--- src/rtl/trcflt_pkg.sv ---
package trcflt_pkg;

  localparam int MAX_WIN = 4;

  typedef enum logic [1:0] {
    DIR_EITHER = 2'd0,
    DIR_READ   = 2'd1,
    DIR_WRITE  = 2'd2,
    DIR_BOTH   = 2'd3
  } dirSel_t;

  // bit 0 outside, bit 1 instruction side, bits 3:2 direction
  typedef struct packed {
    dirSel_t dir;
    logic    instrSide;
    logic    outside;
  } winMode_t;

  typedef struct packed {
    logic [MAX_WIN-1:0] baseWe;
    logic [MAX_WIN-1:0] limitWe;
    logic [MAX_WIN-1:0] modeWe;
    logic [MAX_WIN-1:0] enWe;
    logic               gateOpen;
  } fltStrobe_t;

endpackage

--- src/rtl/trcflt_window.sv ---
module trcflt_window
  import trcflt_pkg::*;
#(
  parameter int ADDR_W = 32
) (
  input  logic              clk,
  input  logic              rstN,
  input  logic              baseWe,
  input  logic              limitWe,
  input  logic              modeWe,
  input  logic              enWe,
  input  logic [ADDR_W-1:0] wrData,
  input  logic [ADDR_W-1:0] accAddr,
  input  logic              accInstr,
  input  logic              accWrite,
  output logic              hit
);

  logic [ADDR_W-1:0] baseQ;
  logic [ADDR_W-1:0] limitQ;
  winMode_t          modeQ;
  logic              enQ;

  always_ff @(posedge clk or negedge rstN) begin
    if (!rstN) begin
      baseQ  <= '0;
      limitQ <= '0;
      modeQ  <= '{dir: DIR_EITHER, instrSide: 1'b0, outside: 1'b0};
      enQ    <= 1'b0;
    end else begin
      if (baseWe)  baseQ  <= wrData;
      if (limitWe) limitQ <= wrData;
      if (modeWe)  modeQ  <= winMode_t'(wrData[3:0]);
      if (enWe)    enQ    <= wrData[0];
    end
  end

  logic inRange;
  logic senseOk;
  logic sideOk;
  logic dirOk;

  always_comb begin
    inRange = (accAddr >= baseQ) && (accAddr <= limitQ);
    senseOk = modeQ.outside ? !inRange : inRange;
    sideOk  = (accInstr == modeQ.instrSide);
    unique case (modeQ.dir)
      DIR_READ:  dirOk = !accWrite;
      DIR_WRITE: dirOk = accWrite;
      default:   dirOk = 1'b1;
    endcase
    hit = enQ && senseOk && sideOk && dirOk;
  end

endmodule

--- src/rtl/trcflt_ctrl.sv ---
module trcflt_ctrl
  import trcflt_pkg::*;
#(
  parameter int NUM_WIN = 4,
  localparam int IDX_W  = $clog2(NUM_WIN),
  localparam int CFG_AW = IDX_W + 2
) (
  input  logic              clk,
  input  logic              rstN,
  input  logic              traceEn,
  input  logic              cfgWe,
  input  logic [CFG_AW-1:0] cfgAddr,
  input  logic              accValid,
  output fltStrobe_t        strb,
  output logic              outValid
);

  logic [IDX_W-1:0] winSel;
  logic [1:0]       regSel;

  assign winSel = cfgAddr[CFG_AW-1:2];
  assign regSel = cfgAddr[1:0];

  for (genvar w = 0; w < MAX_WIN; w++) begin : gDec
    if (w < NUM_WIN) begin : gLive
      logic selMe;
      assign selMe            = cfgWe && (winSel == IDX_W'(w));
      assign strb.baseWe[w]  = selMe && (regSel == 2'd0);
      assign strb.limitWe[w] = selMe && (regSel == 2'd1);
      assign strb.modeWe[w]  = selMe && (regSel == 2'd2);
      assign strb.enWe[w]    = selMe && (regSel == 2'd3);
    end else begin : gIdle
      assign strb.baseWe[w]  = 1'b0;
      assign strb.limitWe[w] = 1'b0;
      assign strb.modeWe[w]  = 1'b0;
      assign strb.enWe[w]    = 1'b0;
    end
  end

  assign strb.gateOpen = accValid && traceEn;

  always_ff @(posedge clk or negedge rstN) begin
    if (!rstN) outValid <= 1'b0;
    else       outValid <= accValid;
  end

  AST_ONE_CFG_TARGET: assert property (@(posedge clk) disable iff (!rstN)
    $countones({strb.baseWe, strb.limitWe, strb.modeWe, strb.enWe}) <= 1);

  AST_CFG_NEEDS_STROBE: assert property (@(posedge clk) disable iff (!rstN)
    !cfgWe |-> ({strb.baseWe, strb.limitWe, strb.modeWe, strb.enWe} == '0));

endmodule

--- src/rtl/trcflt_datapath.sv ---
module trcflt_datapath
  import trcflt_pkg::*;
#(
  parameter int NUM_WIN = 4,
  parameter int ADDR_W  = 32,
  localparam int IDX_W  = $clog2(NUM_WIN)
) (
  input  logic              clk,
  input  logic              rstN,
  input  fltStrobe_t        strb,
  input  logic [ADDR_W-1:0] cfgData,
  input  logic [ADDR_W-1:0] accAddr,
  input  logic              accInstr,
  input  logic              accWrite,
  output logic              outPass,
  output logic [IDX_W-1:0]  outWin
);

  logic [NUM_WIN-1:0] hitVec;

  for (genvar w = 0; w < NUM_WIN; w++) begin : gWin
    trcflt_window #(.ADDR_W(ADDR_W)) uWin (
      .clk      (clk),
      .rstN     (rstN),
      .baseWe   (strb.baseWe[w]),
      .limitWe  (strb.limitWe[w]),
      .modeWe   (strb.modeWe[w]),
      .enWe     (strb.enWe[w]),
      .wrData   (cfgData),
      .accAddr  (accAddr),
      .accInstr (accInstr),
      .accWrite (accWrite),
      .hit      (hitVec[w])
    );
  end

  logic             anyHit;
  logic [IDX_W-1:0] firstHit;

  always_comb begin
    anyHit   = |hitVec;
    firstHit = '0;
    for (int i = NUM_WIN - 1; i >= 0; i--) begin
      if (hitVec[i]) firstHit = IDX_W'(i);
    end
  end

  always_ff @(posedge clk or negedge rstN) begin
    if (!rstN) begin
      outPass <= 1'b0;
      outWin  <= '0;
    end else begin
      outPass <= strb.gateOpen && anyHit;
      outWin  <= (strb.gateOpen && anyHit) ? firstHit : '0;
    end
  end

  AST_NO_HIT_DROPS: assert property (@(posedge clk) disable iff (!rstN)
    ($past(hitVec) == '0) |-> !outPass);

  AST_LOWEST_WINDOW: assert property (@(posedge clk) disable iff (!rstN)
    outPass |-> ((($past(hitVec) >> outWin) & NUM_WIN'(1)) != '0)
             && (($past(hitVec) & ((NUM_WIN'(1) << outWin) - NUM_WIN'(1))) == '0));

  AST_DROP_WIN_ZERO: assert property (@(posedge clk) disable iff (!rstN)
    !outPass |-> (outWin == '0));

endmodule

--- src/rtl/trace_window_filter.sv ---
module trace_window_filter
  import trcflt_pkg::*;
#(
  parameter int NUM_WIN = 4,
  parameter int ADDR_W  = 32,
  localparam int IDX_W  = $clog2(NUM_WIN),
  localparam int CFG_AW = IDX_W + 2
) (
  input  logic              clk,
  input  logic              rstN,
  input  logic              traceEn,
  input  logic              cfgWe,
  input  logic [CFG_AW-1:0] cfgAddr,
  input  logic [ADDR_W-1:0] cfgData,
  input  logic              accValid,
  input  logic [ADDR_W-1:0] accAddr,
  input  logic              accInstr,
  input  logic              accWrite,
  output logic              outValid,
  output logic              outPass,
  output logic [IDX_W-1:0]  outWin
);

  if (NUM_WIN != 2 && NUM_WIN != MAX_WIN) begin : gBadCount
    $error("trace_window_filter: NUM_WIN must be 2 or 4");
  end

  fltStrobe_t strb;

  trcflt_ctrl #(.NUM_WIN(NUM_WIN)) uCtrl (
    .clk      (clk),
    .rstN     (rstN),
    .traceEn  (traceEn),
    .cfgWe    (cfgWe),
    .cfgAddr  (cfgAddr),
    .accValid (accValid),
    .strb     (strb),
    .outValid (outValid)
  );

  trcflt_datapath #(.NUM_WIN(NUM_WIN), .ADDR_W(ADDR_W)) uData (
    .clk      (clk),
    .rstN     (rstN),
    .strb     (strb),
    .cfgData  (cfgData),
    .accAddr  (accAddr),
    .accInstr (accInstr),
    .accWrite (accWrite),
    .outPass  (outPass),
    .outWin   (outWin)
  );

  AST_PASS_NEEDS_ACCESS: assert property (@(posedge clk) disable iff (!rstN)
    outPass |-> outValid);

  AST_TRACE_OFF_DROPS: assert property (@(posedge clk) disable iff (!rstN)
    !$past(traceEn) |-> !outPass);

  AST_IDLE_NO_DECISION: assert property (@(posedge clk) disable iff (!rstN)
    !$past(accValid) |-> (!outValid && !outPass));

endmodule

--- config.mk ---
export PLATFORM = sky130hd
export DESIGN_NAME = trace_window_filter
export DESIGN_NICKNAME = d
export VERILOG_FILES = /design/src/rtl/trcflt_pkg.sv /design/src/rtl/trcflt_window.sv /design/src/rtl/trcflt_ctrl.sv /design/src/rtl/trcflt_datapath.sv /design/src/rtl/trace_window_filter.sv
export SDC_FILE = /design/constraint.sdc
export NUM_CORES = 1
export LEC_CHECK = 0
export BUFFER_PORTS_ARGS = -buffer_cell sky130_fd_sc_hd__buf_2
export CELL_PAD_IN_SITES_DETAIL_PLACEMENT = 1
export CELL_PAD_IN_SITES_GLOBAL_PLACEMENT = 1
export CORE_ASPECT_RATIO = 0.8
export CORE_MARGIN = 2
export CORE_UTILIZATION = 50
export DETAILED_ROUTE_END_ITERATION = 8
export HOLD_SLACK_MARGIN = 0.1
export PLACE_DENSITY_LB_ADDON = 0.1
export SLEW_MARGIN = 5
export SYNTH_ARGS = -nofsm -noshare
export SYNTH_HDL_FRONTEND = slang
export SYNTH_SLANG_ARGS = --single-unit
--- constraint.sdc ---
create_clock -name clk -period 3.8 [get_ports clk]
set_clock_uncertainty 0.2 [all_clocks]
set_input_delay 0.76 -clock clk [delete_from_list [all_inputs] [get_ports clk]]
set_output_delay 0.76 -clock clk [all_outputs]
set_load 0.02 [all_outputs]
======== Word-level counts from Yosys, hierarchy flattened ========
Cells that the tools add are included.
word-level totals
  flip-flop bits (word level) ............. 280
  bits in latches ......................... 0
  bits in writable memories ............... 0
  ROM bits ................................ 0
  bits of input ports ..................... 75
  output and inout port bits .............. 4
  word-level logic and storage cells ...... 112
  memories kept ........................... 0
operators by class
  add/subtract/negate cells ............... 0
  multipliers ............................. 0
  divide/modulo/power cells ............... 0
  order comparisons ....................... 8
  equality and inequality tests ........... 18
  shifts and indexed selects .............. 0
  mux-type cells .......................... 13
  bitwise operators ....................... 0
  reductions and logical operators ........ 46
operators with widths
  cell                  count
  $ge A32 B32 Y1        4
  $le A32 B32 Y1        4
  $logic_and A1 B1 Y1   38
  $eq A2 B2 Y1 const B  8
  $eq A2 B1 Y1 const B  6
  $mux W2               5
  $pmux W1 S2           4
  $logic_not A1 Y1      5
  $eq A1 B1 Y1          4
  $logic_not A2 Y1      2
  $mux W1               4
  $reduce_or A4 Y1      1

======== Longest topological paths before layout ========
Gate-level depths: netlist of run 1.
  depth after elaboration ................. 12
  depth in mapped cells ................... 11

======== Cells and area by module ========
From an unflattened synthesis of run 1, not the netlist that was laid out.
unflattened totals
  cells, all modules ...................... 1847
  area, all modules ....................... 16590.9 um2
by module, submodules not included
  module           times used  cells each  area an instance (um2)  seq. area each (um2)
  trcflt_window    4           453         4081.4                  1726.7
  trcflt_ctrl      1           25          148.9                   25.0
  trcflt_datapath  1           10          116.4                   75.1

======== Worst setup path after synthesis of run 1 ========
Ideal clock, no wire load.
  path kind ............................... input to register
  start point ............................. in accAddr[0]
  end point ............................... reg uData.outPass
  setup time .............................. 0.126 ns
  data arrival time ....................... 2.742 ns
  path slack .............................. 0.732 ns
  cell stages on the path ................. 11
  buffers on the path ..................... 0
  cells stage by stage .................... inv_1 ha_1 nand2b_1 a2111oi_0 a211o_1 a21o_1 a31o_2 a22oi_2 mux2i_1 o21bai_1 o311a_1
on the way
  cells in the longest elaborated chain, start to end .. 9
ends and longest elaborated chain
  item                                              line                       source
  from (decl)                                       trace_window_filter.sv:16  input logic [ADDR_W-1:0] accAddr,
  $ge A32 B32 Y1 or $le A32 B32 Y1 (tied branches)  trcflt_window.sv:44        inRange = (accAddr >= baseQ) && (accAddr <= limitQ);
  $logic_and A1 B1 Y1                               trcflt_window.sv:44
  $logic_not A1 Y1                                  trcflt_window.sv:45        senseOk = modeQ.outside ? !inRange : inRange;
  $mux W1                                           trcflt_window.sv:45
  $logic_and A1 B1 Y1 (3 in a row)                  trcflt_window.sv:52        hit = enQ && senseOk && sideOk && dirOk;
  $reduce_or A4 Y1 *                                trcflt_datapath.sv:41      anyHit = |hitVec;
  $logic_and A1 B1 Y1 *                             trcflt_datapath.sv:53      outPass <= strb.gateOpen && anyHit;
  to (signal assigned)                              trcflt_datapath.sv:53
  to (decl)                                         trcflt_datapath.sv:15      output logic outPass,
Every way passes the cells marked *; elsewhere a longest branch is shown, timed or not.
A chain may end at the register's enable or synchronous reset.

======== Final worst setup path of run 1 ========
  start point ............................. reg uData.gWin[0].uWin.limitQ[30]
  end point ............................... reg uData.outWin[0]
on the way
  cells in the longest elaborated chain, start to end .. 10
ends and longest elaborated chain
  item                                line                   source
  from (decl)                         trcflt_window.sv:20    logic [ADDR_W-1:0] limitQ;
  from (signal assigned)              trcflt_window.sv:32    if (limitWe) limitQ <= wrData;
  $le A32 B32 Y1 *                    trcflt_window.sv:44
  $logic_and A1 B1 Y1 *               trcflt_window.sv:44
  $logic_not A1 Y1                    trcflt_window.sv:45
  $mux W1 *                           trcflt_window.sv:45
  $logic_and A1 B1 Y1 * (3 in a row)  trcflt_window.sv:52
  $reduce_or A4 Y1                    trcflt_datapath.sv:41
  $logic_and A1 B1 Y1                 trcflt_datapath.sv:54  outWin <= (strb.gateOpen && anyHit) ? firstHit : '0;
  $mux W2 *                           trcflt_datapath.sv:54
  to (signal assigned)                trcflt_datapath.sv:54
  to (decl)                           trcflt_datapath.sv:16  output logic [IDX_W-1:0] outWin
Marks and branches as above.

==> flow_summary_export.csv, run 1 <==
group,metric,value,unit
logic_synthesis,synth_common_cells,"280 x dfrtp_1, 265 x inv_1, 264 x ha_1",
route,wl,48.9,mm
route,num_vias,12602,
timing,max_slew_margin,0.296,
logic_synthesis,netlist_area,0.0169,mm2
timing,fin_ws,0.674,ns
min_path,hp-start,"accValid",
setup_path,reg2reg_to,"uData.outWin[0]$_DFF_PN0_",
floorplan,start_util,0.505,
cells_and_area,syn2layout_area_growth,12.7,%
logic_synthesis,yosys.cell_count.top_type,"dfrtp_1",
logic_synthesis,yosysWarnings,0,
timing,fmax,320,MHz
setup_path,crit_type,"flop to flop",
grt,gr-usage-all-layers,0.287,
timing,post-route-period-util,0.823,
pwr,leakage,9.54,nW
setup_path,reg2regPathDepth,11,
setup_path,crit_arrival,3.40,ns
setup_path,crit_slowest_cell,"a221o_1",
logic_synthesis,yosys.area.top_type,"dfrtp_1",
clock_network,cts-root-buf,"clkbuf_16",
logic_synthesis,synth.area.top_cells,"dfrtp_1 42%, ha_1 20%, mux2_2 11%, inv_1 5.9%, o21ai_0 3.8%",
placement,portBuffers,78,
clock_network,clock_latency,0.59,ns
setup_path,critPathCaptureType,"flop",
timing,post-route-min-period,3.13,ns
pwr,power_density,545,mW/mm2
route,viasPerCell,5.74,
grt,grt_pass1_wl,77.6,mm
logic_synthesis,seq_area_frac_synth,0.415,
pwr,peakVddDrop,0.352,mV
clock_network,cts_max_path_buffers,3,
logic_synthesis,ys_async_sr_fraction,1.00,
floorplan,core-area,0.0334,mm2
timing,final_max_slew_viol_count,0,
clock_network,cts.sinks,280,
cells_and_area,diodes,0,
clock_network,clkTransAtPathRegs,0.07,ns
logic_synthesis,syn-num-nets,1981,
floorplan,die_w,209,um
cells_and_area,drive_gt1_frac,0.196,
logic_synthesis,avgSynthCellArea,10.3,um2
setup_path,cp_slowest_stage_delay,0.38,ns
timing,setup_viol,0,
placement,dp_slack,0.108,ns
route,drc,0,
timing,worstMarginPinSlew,1.06,ns
route,first_pass_iters,5,
floorplan,ios,79,
min_path,min_path_type,"primary input to flop",
route,first_iter_violations,761,
setup_path,crit_required,4.08,ns
floorplan,dieArea,0.0352,mm2
logic_synthesis,synthFlopType,"dfrtp_1",
floorplan,fp-row-count,60,
setup_path,r2r_slack,0.67,ns
timing,finalHoldViolCount,0,
setup_path,crit_fanout,3,
setup_path,r2r-start,"uData.gWin[0].uWin.limitQ[30]$_DFFE_PN0P_",
floorplan,die_y,168,um
route,wl_per_cell,22.3,um
placement,gp_congestion,0.843,
grt,grt_antenna_before_repair,2,
grt,first_global_vias,13727,
timing,rsz0062_at_grt,"false",
logic_synthesis,synth_edf_count,0,
setup_path,worstSetupStartpointType,"flop",
clock_network,post_cts.repair.setup_buffers,0,
placement,dp_hpwl,35.1,mm
logic_synthesis,ys_types,54,
grt,overflow,0,
run_status,outcome,"completed",
min_path,hold_path_depth,1,
grt,grt_max_degree,78,
logic_synthesis,postSynthCellCount,1642,
clock_network,cts_buffers,31,
clock_network,cts.htree.levels,1,
flow_run,cap_violations,0,
route,ant_nets,0,
cells_and_area,nets,2075,
setup_path,crit_chain,"inv_1 -> ha_1 -> a21oi_1 -> nand2_1 -> a221o_1 -> a2111oi_2 -> o211ai_1 -> a32oi_1 -> mux2i_1 -> nand3b_1 -> o21ba_1",
clock_network,cts_tree,"yes",
logic_synthesis,yosys.area.top_type_share,0.415,
timing,finalSetupTns,0,ns
min_path,worstHoldEndpoint,"uCtrl.outValid$_DFF_PN0_",
logic_synthesis,ys_ff_latch,280,
## layout by cell type, fill, tap and decap left out, types with 13 or more instances in the layout
cell,Yosys,routed
nand2_1,148,147
mux2_2,172,172
buf_4,0,21
and4_1,13,13
nand3_1,13,13
clkbuf_16,0,31
a21o_1,47,47
inv_1,265,265
buf_2,0,77
dfrtp_1,280,280
nand4_1,37,37
o21ai_0,129,129
a21oi_1,74,74
nor2_1,31,28
ha_1,264,264
## area by class of cell
| type | instances | area, um2 |
|---|---|---|
| clock buffer | 41 | 863 |
| clock inverter | 16 | 240 |
| fill | 3667 | 14400 |
| inverter | 265 | 995 |
| multi-input combinational | 1055 | 8750 |
| sequential | 280 | 7010 |
| tap | 434 | 543 |
| timing repair buffer | 103 | 628 |
## through the flow
| stage | hold slack (ns) | instance area [um2] | power (mW) | util | cells |
|---|---|---|---|---|---|
| floorplan | 0.264 | 16900 | 5.93 | - | 1642 |
| detailed placement | 0.290 | 17900 | 7.06 | 0.536 | 2136 |
| CTS | 0.145 | 19000 | 10.4 | 0.570 | 2194 |
| finish | 0.171 | 19000 | 10.4 | 0.570 | 2194 |
| global route | 0.150 | 19000 | 11.1 | 0.570 | 2194 |
| global placement | 0.275 | 17900 | 6.81 | 0.536 | 2136 |
## routing by layer
layer	wire (um)	up-vias	GRT usage
met1	23300	6429	0.402
met4	1080	2	0.0627
met2	22100	228	0.464
met3	2440	75	0.0547
met5	9	-	0
li1	-	5868	-
## report_power, final
| group | switching (mW) | total (mW) | internal, mW |
|---|---|---|---|
| Combinational | 1.73 | 3.08 | 1.35 |
| Sequential | 0.319 | 3.99 | 3.67 |
| Clock | 1.31 | 3.30 | 2.00 |
## worst max-delay path by stage
stage	cells after the start	slack (ns)	endpoint	startpoint
finish	11	0.67	uData.outWin[0]$_DFF_PN0_	uData.gWin[0].uWin.limitQ[30]$_DFFE_PN0P_
global placement	11	0.18	uData.outWin[0]$_DFF_PN0_	accAddr[27]
CTS	11	0.69	uData.outWin[0]$_DFF_PN0_	uData.gWin[0].uWin.limitQ[30]$_DFFE_PN0P_
global route	11	0.51	uData.outWin[0]$_DFF_PN0_	uData.gWin[0].uWin.limitQ[30]$_DFFE_PN0P_
detailed placement	11	0.11	uData.outWin[0]$_DFF_PN0_	accAddr[30]
floorplan	11	0.73	uData.outPass$_DFF_PN0_	accAddr[0]
## critical path, delay by kind of cell (launching register included)
| kind | cells | cell delay (ns) |
|---|---|---|
| flip-flops | 1 | 0.37 |
| multiplexers | 1 | 0.32 |
| buffers and inverters | 1 | 0.05 |
| AND/OR/NAND/NOR | 2 | 0.24 |
| adder cells (fa/ha/maj) | 1 | 0.31 |
| AO/OA/AOI/OAI | 6 | 1.51 |
## flip-flops by register name, indices dropped and copies added, names as in the netlist
signal	flops
uData.gWin.uWin.limitQ	128
uData.gWin.uWin.modeQ	16
uCtrl.outValid	1
uData.outPass	1
uData.gWin.uWin.baseQ	128
uData.outWin	2
uData.gWin.uWin.enQ	4
## logic make-up after synthesis
group / after synthesis / share of synthesized area
AO/OA/AOI/OAI: 318 / 0.116
buffers and inverters: 307 / 0.0683
AND/OR/NAND/NOR: 285 / 0.0805
flip-flops: 280 / 0.415
adder cells (fa/ha/maj): 264 / 0.196
multiplexers: 182 / 0.121
XOR/XNOR: 6 / 0.00311
## what timing repair did
item / in CTS / in global routing
endpoints found under the hold margin: 71 / 0
resized for setup: 0 / 0
hold buffers: 1 / 0
No activity file was read; power rests on OpenSTA's default activity.
==> run 2, diff against run 1 <==
ABC_AREA = 1   (was unset)
CORE_UTILIZATION = 43   (was 50)
clock period = 2.5 ns   (was 3.8 ns; I/O delays follow)
==> run 2 against run 1 <==
  * Setup slack worse by 0.59 ns
  * Worst hold slack better by 0.0062 ns
  * Combinational power up 57%
==> flow_summary_export.csv, run 2 <==
group,metric,value,unit
run_status,outcome,"completed",
timing,fmax,414,MHz
floorplan,ios,79,
grt,grt_antenna_before_repair,1,
timing,setup_viol,0,
floorplan,start_util,0.435,
pwr,intPower,10.8,mW
timing,final_max_slew_viol_count,0,
cells_and_area,final_common_cell,"nand2_1",
timing,worstMarginPinSlew,0.735,ns
route,first_pass_iters,5,
floorplan,die_w,227,um
pwr,leakage,10.7,nW
pwr,p_comb_frac,0.296,
logic_synthesis,synthSimpleGateAreaFrac,0.165,
setup_path,crit_required,2.74,ns
cells_and_area,fillers,4705,
route,num_vias,14443,
logic_synthesis,synth.area.top_cells,"dfrtp_1 41%, ha_1 19%, nand2_1 12%, inv_1 7.8%, o21ai_0 6.8%",
timing,rsz0062_at_grt,"true",
cells_and_area,final_cell_mix,"505 x nand2_1, 345 x inv_1, 280 x dfrtp_1",
route,drc,0,
pwr,power_density,784,mW/mm2
placement,place_inst,2734,
clock_network,cts_max_path_buffers,3,
logic_synthesis,yosys.cell_count.top_type,"nand2_1",
clock_network,clock_latency,0.55,ns
floorplan,core-area,0.0393,mm2
logic_synthesis,netlist_area,0.0171,mm2
clock_network,clkTransAtPathRegs,0.06,ns
timing,finalSetupTns,0,ns
timing,max_slew_margin,0.510,
logic_synthesis,synth_adder_area_share,0.193,
logic_synthesis,synth_common_cells,"531 x nand2_1, 353 x inv_1, 280 x dfrtp_1",
pwr,swShare,0.338,
setup_path,cpLargestDelayFamily,"simple AND/OR/NAND/NOR gates",
clock_network,cts_buffers,34,
logic_synthesis,synth_xor_area_frac,0.00205,
cells_and_area,final_util,0.529,
logic_synthesis,postSynthCellCount,2089,
cells_and_area,stdcell_count,2834,
setup_path,crit_fanout,2,
logic_synthesis,synth-compound-area-share,0.136,
route,ant_nets,0,
grt,gr-usage-all-layers,0.256,
grt,overflow,0,
setup_path,crit_slowest_cell,"dfrtp_1",
route,first_iter_violations,612,
grt,first_global_vias,15020,
placement,gp_congestion,0.818,
min_path,min_path_type,"primary input to flop",
setup_path,path_common_cell,"nand2_2",
cells_and_area,syn2layout_area_growth,21.5,%
logic_synthesis,ys_ff_latch,280,
pwr,switching_power,5.50,mW
placement,dp_slack,-0.441,ns
logic_synthesis,synth_edf_count,0,
clock_network,cts-root-buf,"clkbuf_16",
floorplan,die_y,182,um
pwr,peakVddDrop,0.418,mV
logic_synthesis,ys_types,37,
timing,hold_slack,0.178,ns
setup_path,crit_arrival,2.65,ns
logic_synthesis,avgSynthCellArea,8.18,um2
pwr,pwr-share-clk,0.336,
route,wl,51.7,mm
setup_path,critPathCaptureType,"flop",
logic_synthesis,seq_area_frac_synth,0.410,
pwr,p_seq_frac,0.368,
placement,portBuffers,78,
timing,post-route-min-period,2.42,ns
logic_synthesis,synthFlopType,"dfrtp_1",
route,wl_per_cell,18.2,um
placement,dp_hpwl,37.1,mm
floorplan,dieArea,0.0414,mm2
cells_and_area,drive_gt1_frac,0.151,
cells_and_area,top_regs,"uData.gWin.uWin.baseQ (128), uData.gWin.uWin.limitQ (128), uData.gWin.uWin.modeQ (16)",
logic_synthesis,syn-num-nets,2428,
clock_network,cts.sinks,280,
setup_path,worstSetupStartpointType,"flop",
clock_network,cts.htree.levels,2,
floorplan,fp-row-count,65,
timing,fin_ws,0.0825,ns
logic_synthesis,yosysWarnings,0,
flow_run,cap_violations,0,
grt,grt_pass1_wl,82.0,mm
cells_and_area,nets,2611,
logic_synthesis,muxShareOfSynthArea,0,
setup_path,crit_chain,"inv_2 -> ha_4 -> nand2_2 -> nor2_4 -> nand4_1 -> nor2_2 -> nand2_1 -> nand2_1 -> nand2_2 -> nand2_2 -> nand2_2 -> nand3_4 -> nand2_4 -> o21bai_4 -> nor2_2",
timing,post-route-period-util,0.967,
cells_and_area,diodes,0,
route,viasPerCell,5.10,
logic_synthesis,yosys.area.top_type,"dfrtp_1",
setup_path,cp_num_buf_inv,1,
setup_path,crit_type,"flop to flop",
setup_path,cp_slowest_stage_delay,0.34,ns
logic_synthesis,ys_async_sr_fraction,1.00,
grt,grt_max_degree,65,
clock_network,cts_tree,"yes",
logic_synthesis,yosys.area.top_type_share,0.410,
logic_synthesis,synth_top_family_by_area,"adder cells",
timing,finalHoldViolCount,0,
run 2: cell types whose count changed after synthesis, sizes merged, moves of 9 or more:
cell    previous run  this run
a211oi            10         1
a21o              48         9
a21oi             76       125
a221oi            10         0
and4              13         0
inv              265       356
mux2             180         0
nand2            148       538
nand2b            10         0
nand3             13        28
nand4             37        16
nor2              31        79
o21ai            132       304
run 2: worst paths after layout:
path	start	end	slack, ns	depth (start not counted)
worst max register to register	uData.gWin[2].uWin.limitQ[22]$_DFFE_PN0P_	uData.outWin[0]$_DFF_PN0_	0.08	15
worst min register to register	uData.gWin[0].uWin.baseQ[5]$_DFFE_PN0P_	uData.gWin[0].uWin.baseQ[5]$_DFFE_PN0P_	0.28	2
max in group asynchronous	rstN	uData.gWin[0].uWin.baseQ[21]$_DFFE_PN0P_	1.09	3
worst min-delay path	cfgAddr[2]	uData.gWin[0].uWin.enQ$_DFFE_PN0P_	0.18	4
worst max-delay path	uData.gWin[2].uWin.limitQ[22]$_DFFE_PN0P_	uData.outWin[0]$_DFF_PN0_	0.08	15
min in group asynchronous	rstN	uData.gWin[2].uWin.limitQ[10]$_DFFE_PN0P_	0.26	2
run 2: per-layer routing:
layer  routed length (um)  vias to the layer above  GRT usage  share of wire
met5                    0                        -          0              0
li1                     -                     7101          -              -
met2                23100                      213      0.404           0.45
met1                25800                     7080      0.379           0.50
met3                 2070                       49     0.0280          0.040
met4                  743                        0     0.0542          0.014
run 2: area by class of cell:
type                            count  area, um2  share of cell area
Clock buffer                       44       1000              0.0483
Clock inverter                     18        229              0.0110
Inverter                          356       1340              0.0644
Multi-Input combinational cell   1403       9000               0.434
Sequential cell                   280       7010               0.337
Tap cell                          536        671              0.0323
Timing Repair Buffer              197       1520              0.0730
run 2: stage by stage:
| step | cell area (um2) | power (mW) |
|---|---|---|
| 6_report | 20800 | 16.3 |
| 3_5_place_dp | 18600 | 10.5 |
| 3_3_place_gp | 18600 | 10.2 |
| 4_1_cts | 20200 | 16.1 |
| 2_1_floorplan | 17100 | 8.77 |
| 5_1_grt | 20800 | 17.4 |
run 2: cells by family (layout without fill, tap and decap cells):
family,after synthesis,in the layout
AOI/OAI and AO/OA,452,452
xor gates and xnor gates,4,4
adders and majority gates,264,264
buffers and inverters,406,615
DFF,280,280
and+or+nand+nor,683,683
run 2: power by group through the flow:
stage          clock (mW)  combinational (mW)  sequential (mW)
2_1_floorplan           0                2.87             5.90
3_3_place_gp            0                4.15             6.00
3_5_place_dp            0                4.41             6.05
4_1_cts              5.58                4.53             5.98
5_1_grt              5.74                5.60             6.10
6_report             5.47                4.83             5.99
run 2: what timing repair did:
| action | in CTS | in global routing |
|---|---|---|
| hold buffers | 34 | 0 |
| setup endpoints to repair | 3 | 3 |
| buffers inserted | 0 | 4 |
| resized for setup | 9 | 108 |
| pin swaps | 2 | 34 |
| endpoints found under the hold margin | 138 | 0 |
| gates cloned | 0 | 0 |
run 2: worst min-delay path: stages:
cell	delay [ns]
buf_2	0.12
nor2_4	0.07
nand3_1	0.10
o21ai_0	0.09
==> run 3, diff against run 2 <==
CTS_CLUSTER_SIZE = 28   (was unset)
SETUP_SLACK_MARGIN = 0.1   (was unset)
==> run 3 against run 2 <==
  * Total power grew 0.22%
  * Critical path type unchanged
  * Core utilization about the same
  * Die area unchanged
  * Sequential cell count did not move
==> flow_summary_export.csv, run 3 (synthesis gave the netlist of run 2 again) <==
group,metric,value,unit
cells_and_area,seqCellArea,0.00701,mm2
grt,gr-usage-all-layers,0.259,
setup_path,worstSetupStartpointType,"flop",
cells_and_area,final_util,0.529,
cells_and_area,stdcell_count,2833,
timing,hold_slack,0.171,ns
floorplan,fp-row-count,65,
clock_network,cts_tree,"yes",
route,drc,0,
route,viasPerCell,5.11,
cells_and_area,final_cell_mix,"505 x nand2_1, 343 x inv_1, 280 x dfrtp_1",
clock_network,clock_latency,0.54,ns
pwr,power_density,786,mW/mm2
pwr,swShare,0.339,
timing,final_max_slew_viol_count,0,
cells_and_area,syn2layout_area_growth,21.6,%
clock_network,cts_buffers,34,
grt,first_global_vias,15215,
cells_and_area,multi_input_area,0.00903,mm2
floorplan,core-area,0.0393,mm2
setup_path,crit_fanout,2,
placement,dp_hpwl,37.1,mm
pwr,p_comb_frac,0.298,
timing,post-route-min-period,2.42,ns
floorplan,die_w,227,um
route,first_iter_violations,647,
pwr,p_seq_frac,0.367,
setup_path,r2r-start,"uData.gWin[3].uWin.limitQ[29]$_DFFE_PN0P_",
route,ant_nets,0,
timing,fmax,413,MHz
pwr,power.total,16.3,mW
grt,grt_pass1_wl,83.0,mm
grt,grt_antenna_before_repair,1,
placement,place_inst,2734,
setup_path,reg2reg_to,"uData.outWin[0]$_DFF_PN0_",
pwr,switching_power,5.53,mW
cells_and_area,final_common_cell,"nand2_1",
flow_run,cap_violations,0,
run_status,outcome,"completed",
clock_network,cts.sinks,280,
clock_network,clkTransAtPathRegs,0.06,ns
timing,finalSetupTns,0,ns
placement,gp_congestion,0.818,
setup_path,r2r_slack,0.08,ns
cells_and_area,drive_gt1_frac,0.152,
clock_network,cts_max_path_buffers,3,
grt,overflow,0,
route,first_pass_iters,5,
placement,portBuffers,78,
timing,rsz0062_at_grt,"true",
cells_and_area,fillers,4711,
setup_path,startpoint,"uData.gWin[3].uWin.limitQ[29]$_DFFE_PN0P_",
timing,worstMarginPinSlew,0.731,ns
cells_and_area,top_regs,"uData.gWin.uWin.baseQ (128), uData.gWin.uWin.limitQ (128), uData.gWin.uWin.modeQ (16)",
pwr,leakage,10.7,nW
timing,post-route-period-util,0.969,
pwr,pwr-share-clk,0.335,
route,wl_per_cell,18.2,um
setup_path,crit_type,"flop to flop",
cells_and_area,nets,2610,
placement,dp_slack,-0.441,ns
floorplan,start_util,0.435,
floorplan,die_y,182,um
pwr,intPower,10.8,mW
timing,max_slew_margin,0.513,
clock_network,cts.htree.levels,2,
floorplan,ios,79,
setup_path,critPathCaptureType,"flop",
timing,fin_ws,0.0778,ns
cells_and_area,final_cell_area,0.0208,mm2
setup_path,crit_arrival,2.66,ns
clock_network,cts-root-buf,"clkbuf_16",
timing,finalHoldViolCount,0,
setup_path,crit_required,2.74,ns
floorplan,dieArea,0.0414,mm2
grt,grt_max_degree,65,
min_path,min_path_type,"primary input to flop",
min_path,hold_path_depth,4,
route,num_vias,14465,
pwr,peakVddDrop,0.416,mV
cells_and_area,diodes,0,
placement,dpl_cell_area,0.0186,mm2
timing,setup_viol,0,
route,wl,51.7,mm
setup_path,reg2regPathDepth,18,
setup_path,endpoint,"uData.outWin[0]$_DFF_PN0_",
[run 3: changes by cell type in the layout (fill, tap and decap cells not counted), moves of 2 or more]
cell / previous run / this run
inv_1: 345 / 343
nand2_2: 29 / 27
inv_2: 11 / 13
buf_6: 3 / 1
nand2_4: 4 / 6
[run 3: what timing repair did]
item                                    in CTS  in global routing
pin swaps                                   24                 19
hold buffers                                34                  0
gates resized for setup                     70                 52
hold endpoints to repair                   138                  0
endpoints found under the setup margin       3                  3
buffers inserted                             2                  1
[run 3: how the worst min path moves through the flow]
| stage | from | to | slack (ns) |
|---|---|---|---|
| floorplan | rstN | uCtrl.outValid$_DFF_PN0_ | 0.004 |
| CTS | cfgAddr[2] | uData.gWin[0].uWin.enQ$_DFFE_PN0P_ | 0.14 |
| global route | cfgAddr[2] | uData.gWin[0].uWin.enQ$_DFFE_PN0P_ | 0.20 |
| detailed placement | rstN | uData.gWin[2].uWin.limitQ[10]$_DFFE_PN0P_ | 0.26 |
| global placement | rstN | uData.gWin[2].uWin.limitQ[10]$_DFFE_PN0P_ | 0.25 |
| finish | cfgAddr[2] | uData.gWin[0].uWin.enQ$_DFFE_PN0P_ | 0.17 |
[run 3: routing by layer]
| layer | GRT usage | vias up | routed length [um] |
|---|---|---|---|
| met5 | 0 | - | 0 |
| met3 | 0.0301 | 49 | 1910 |
| met1 | 0.381 | 7108 | 26000 |
| met4 | 0.0584 | 0 | 786 |
| met2 | 0.408 | 206 | 22900 |
| li1 | - | 7102 | - |
[run 3: cell type report]
cell class / count / share of cell area
inverter: 356 / 0.0643
clock buffer: 44 / 0.0482
tap: 536 / 0.0323
timing repair buffer: 196 / 0.0722
clock inverter: 18 / 0.0110
sequential: 280 / 0.337
multi-input combinational: 1403 / 0.435
[run 3: power by group through the flow]
stage               logic, mW  registers, mW  clock network [mW]
global route             5.62           6.10                5.74
floorplan                2.87           5.90                   0
finish                   4.86           5.99                5.47
detailed placement       4.41           6.05                   0
global placement         4.15           6.00                   0
CTS                      4.71           5.99                5.58
[run 3: critical path, stage by stage (launching register included)]
cell and delay [ns]:
dfrtp_1 0.40, inv_2 0.08, ha_4 0.20, a21oi_2 0.12, nor2_1 0.07, nor3_1 0.24
buf_4 0.17, nand2_2 0.06, a21oi_2 0.10, nand2_1 0.07, nand2_1 0.08, nand2_1 0.05
nand2_1 0.06, nand2_2 0.07, buf_4 0.13, nand3_2 0.06, nand2_1 0.05, nand2_1 0.07
nor2_2 0.03
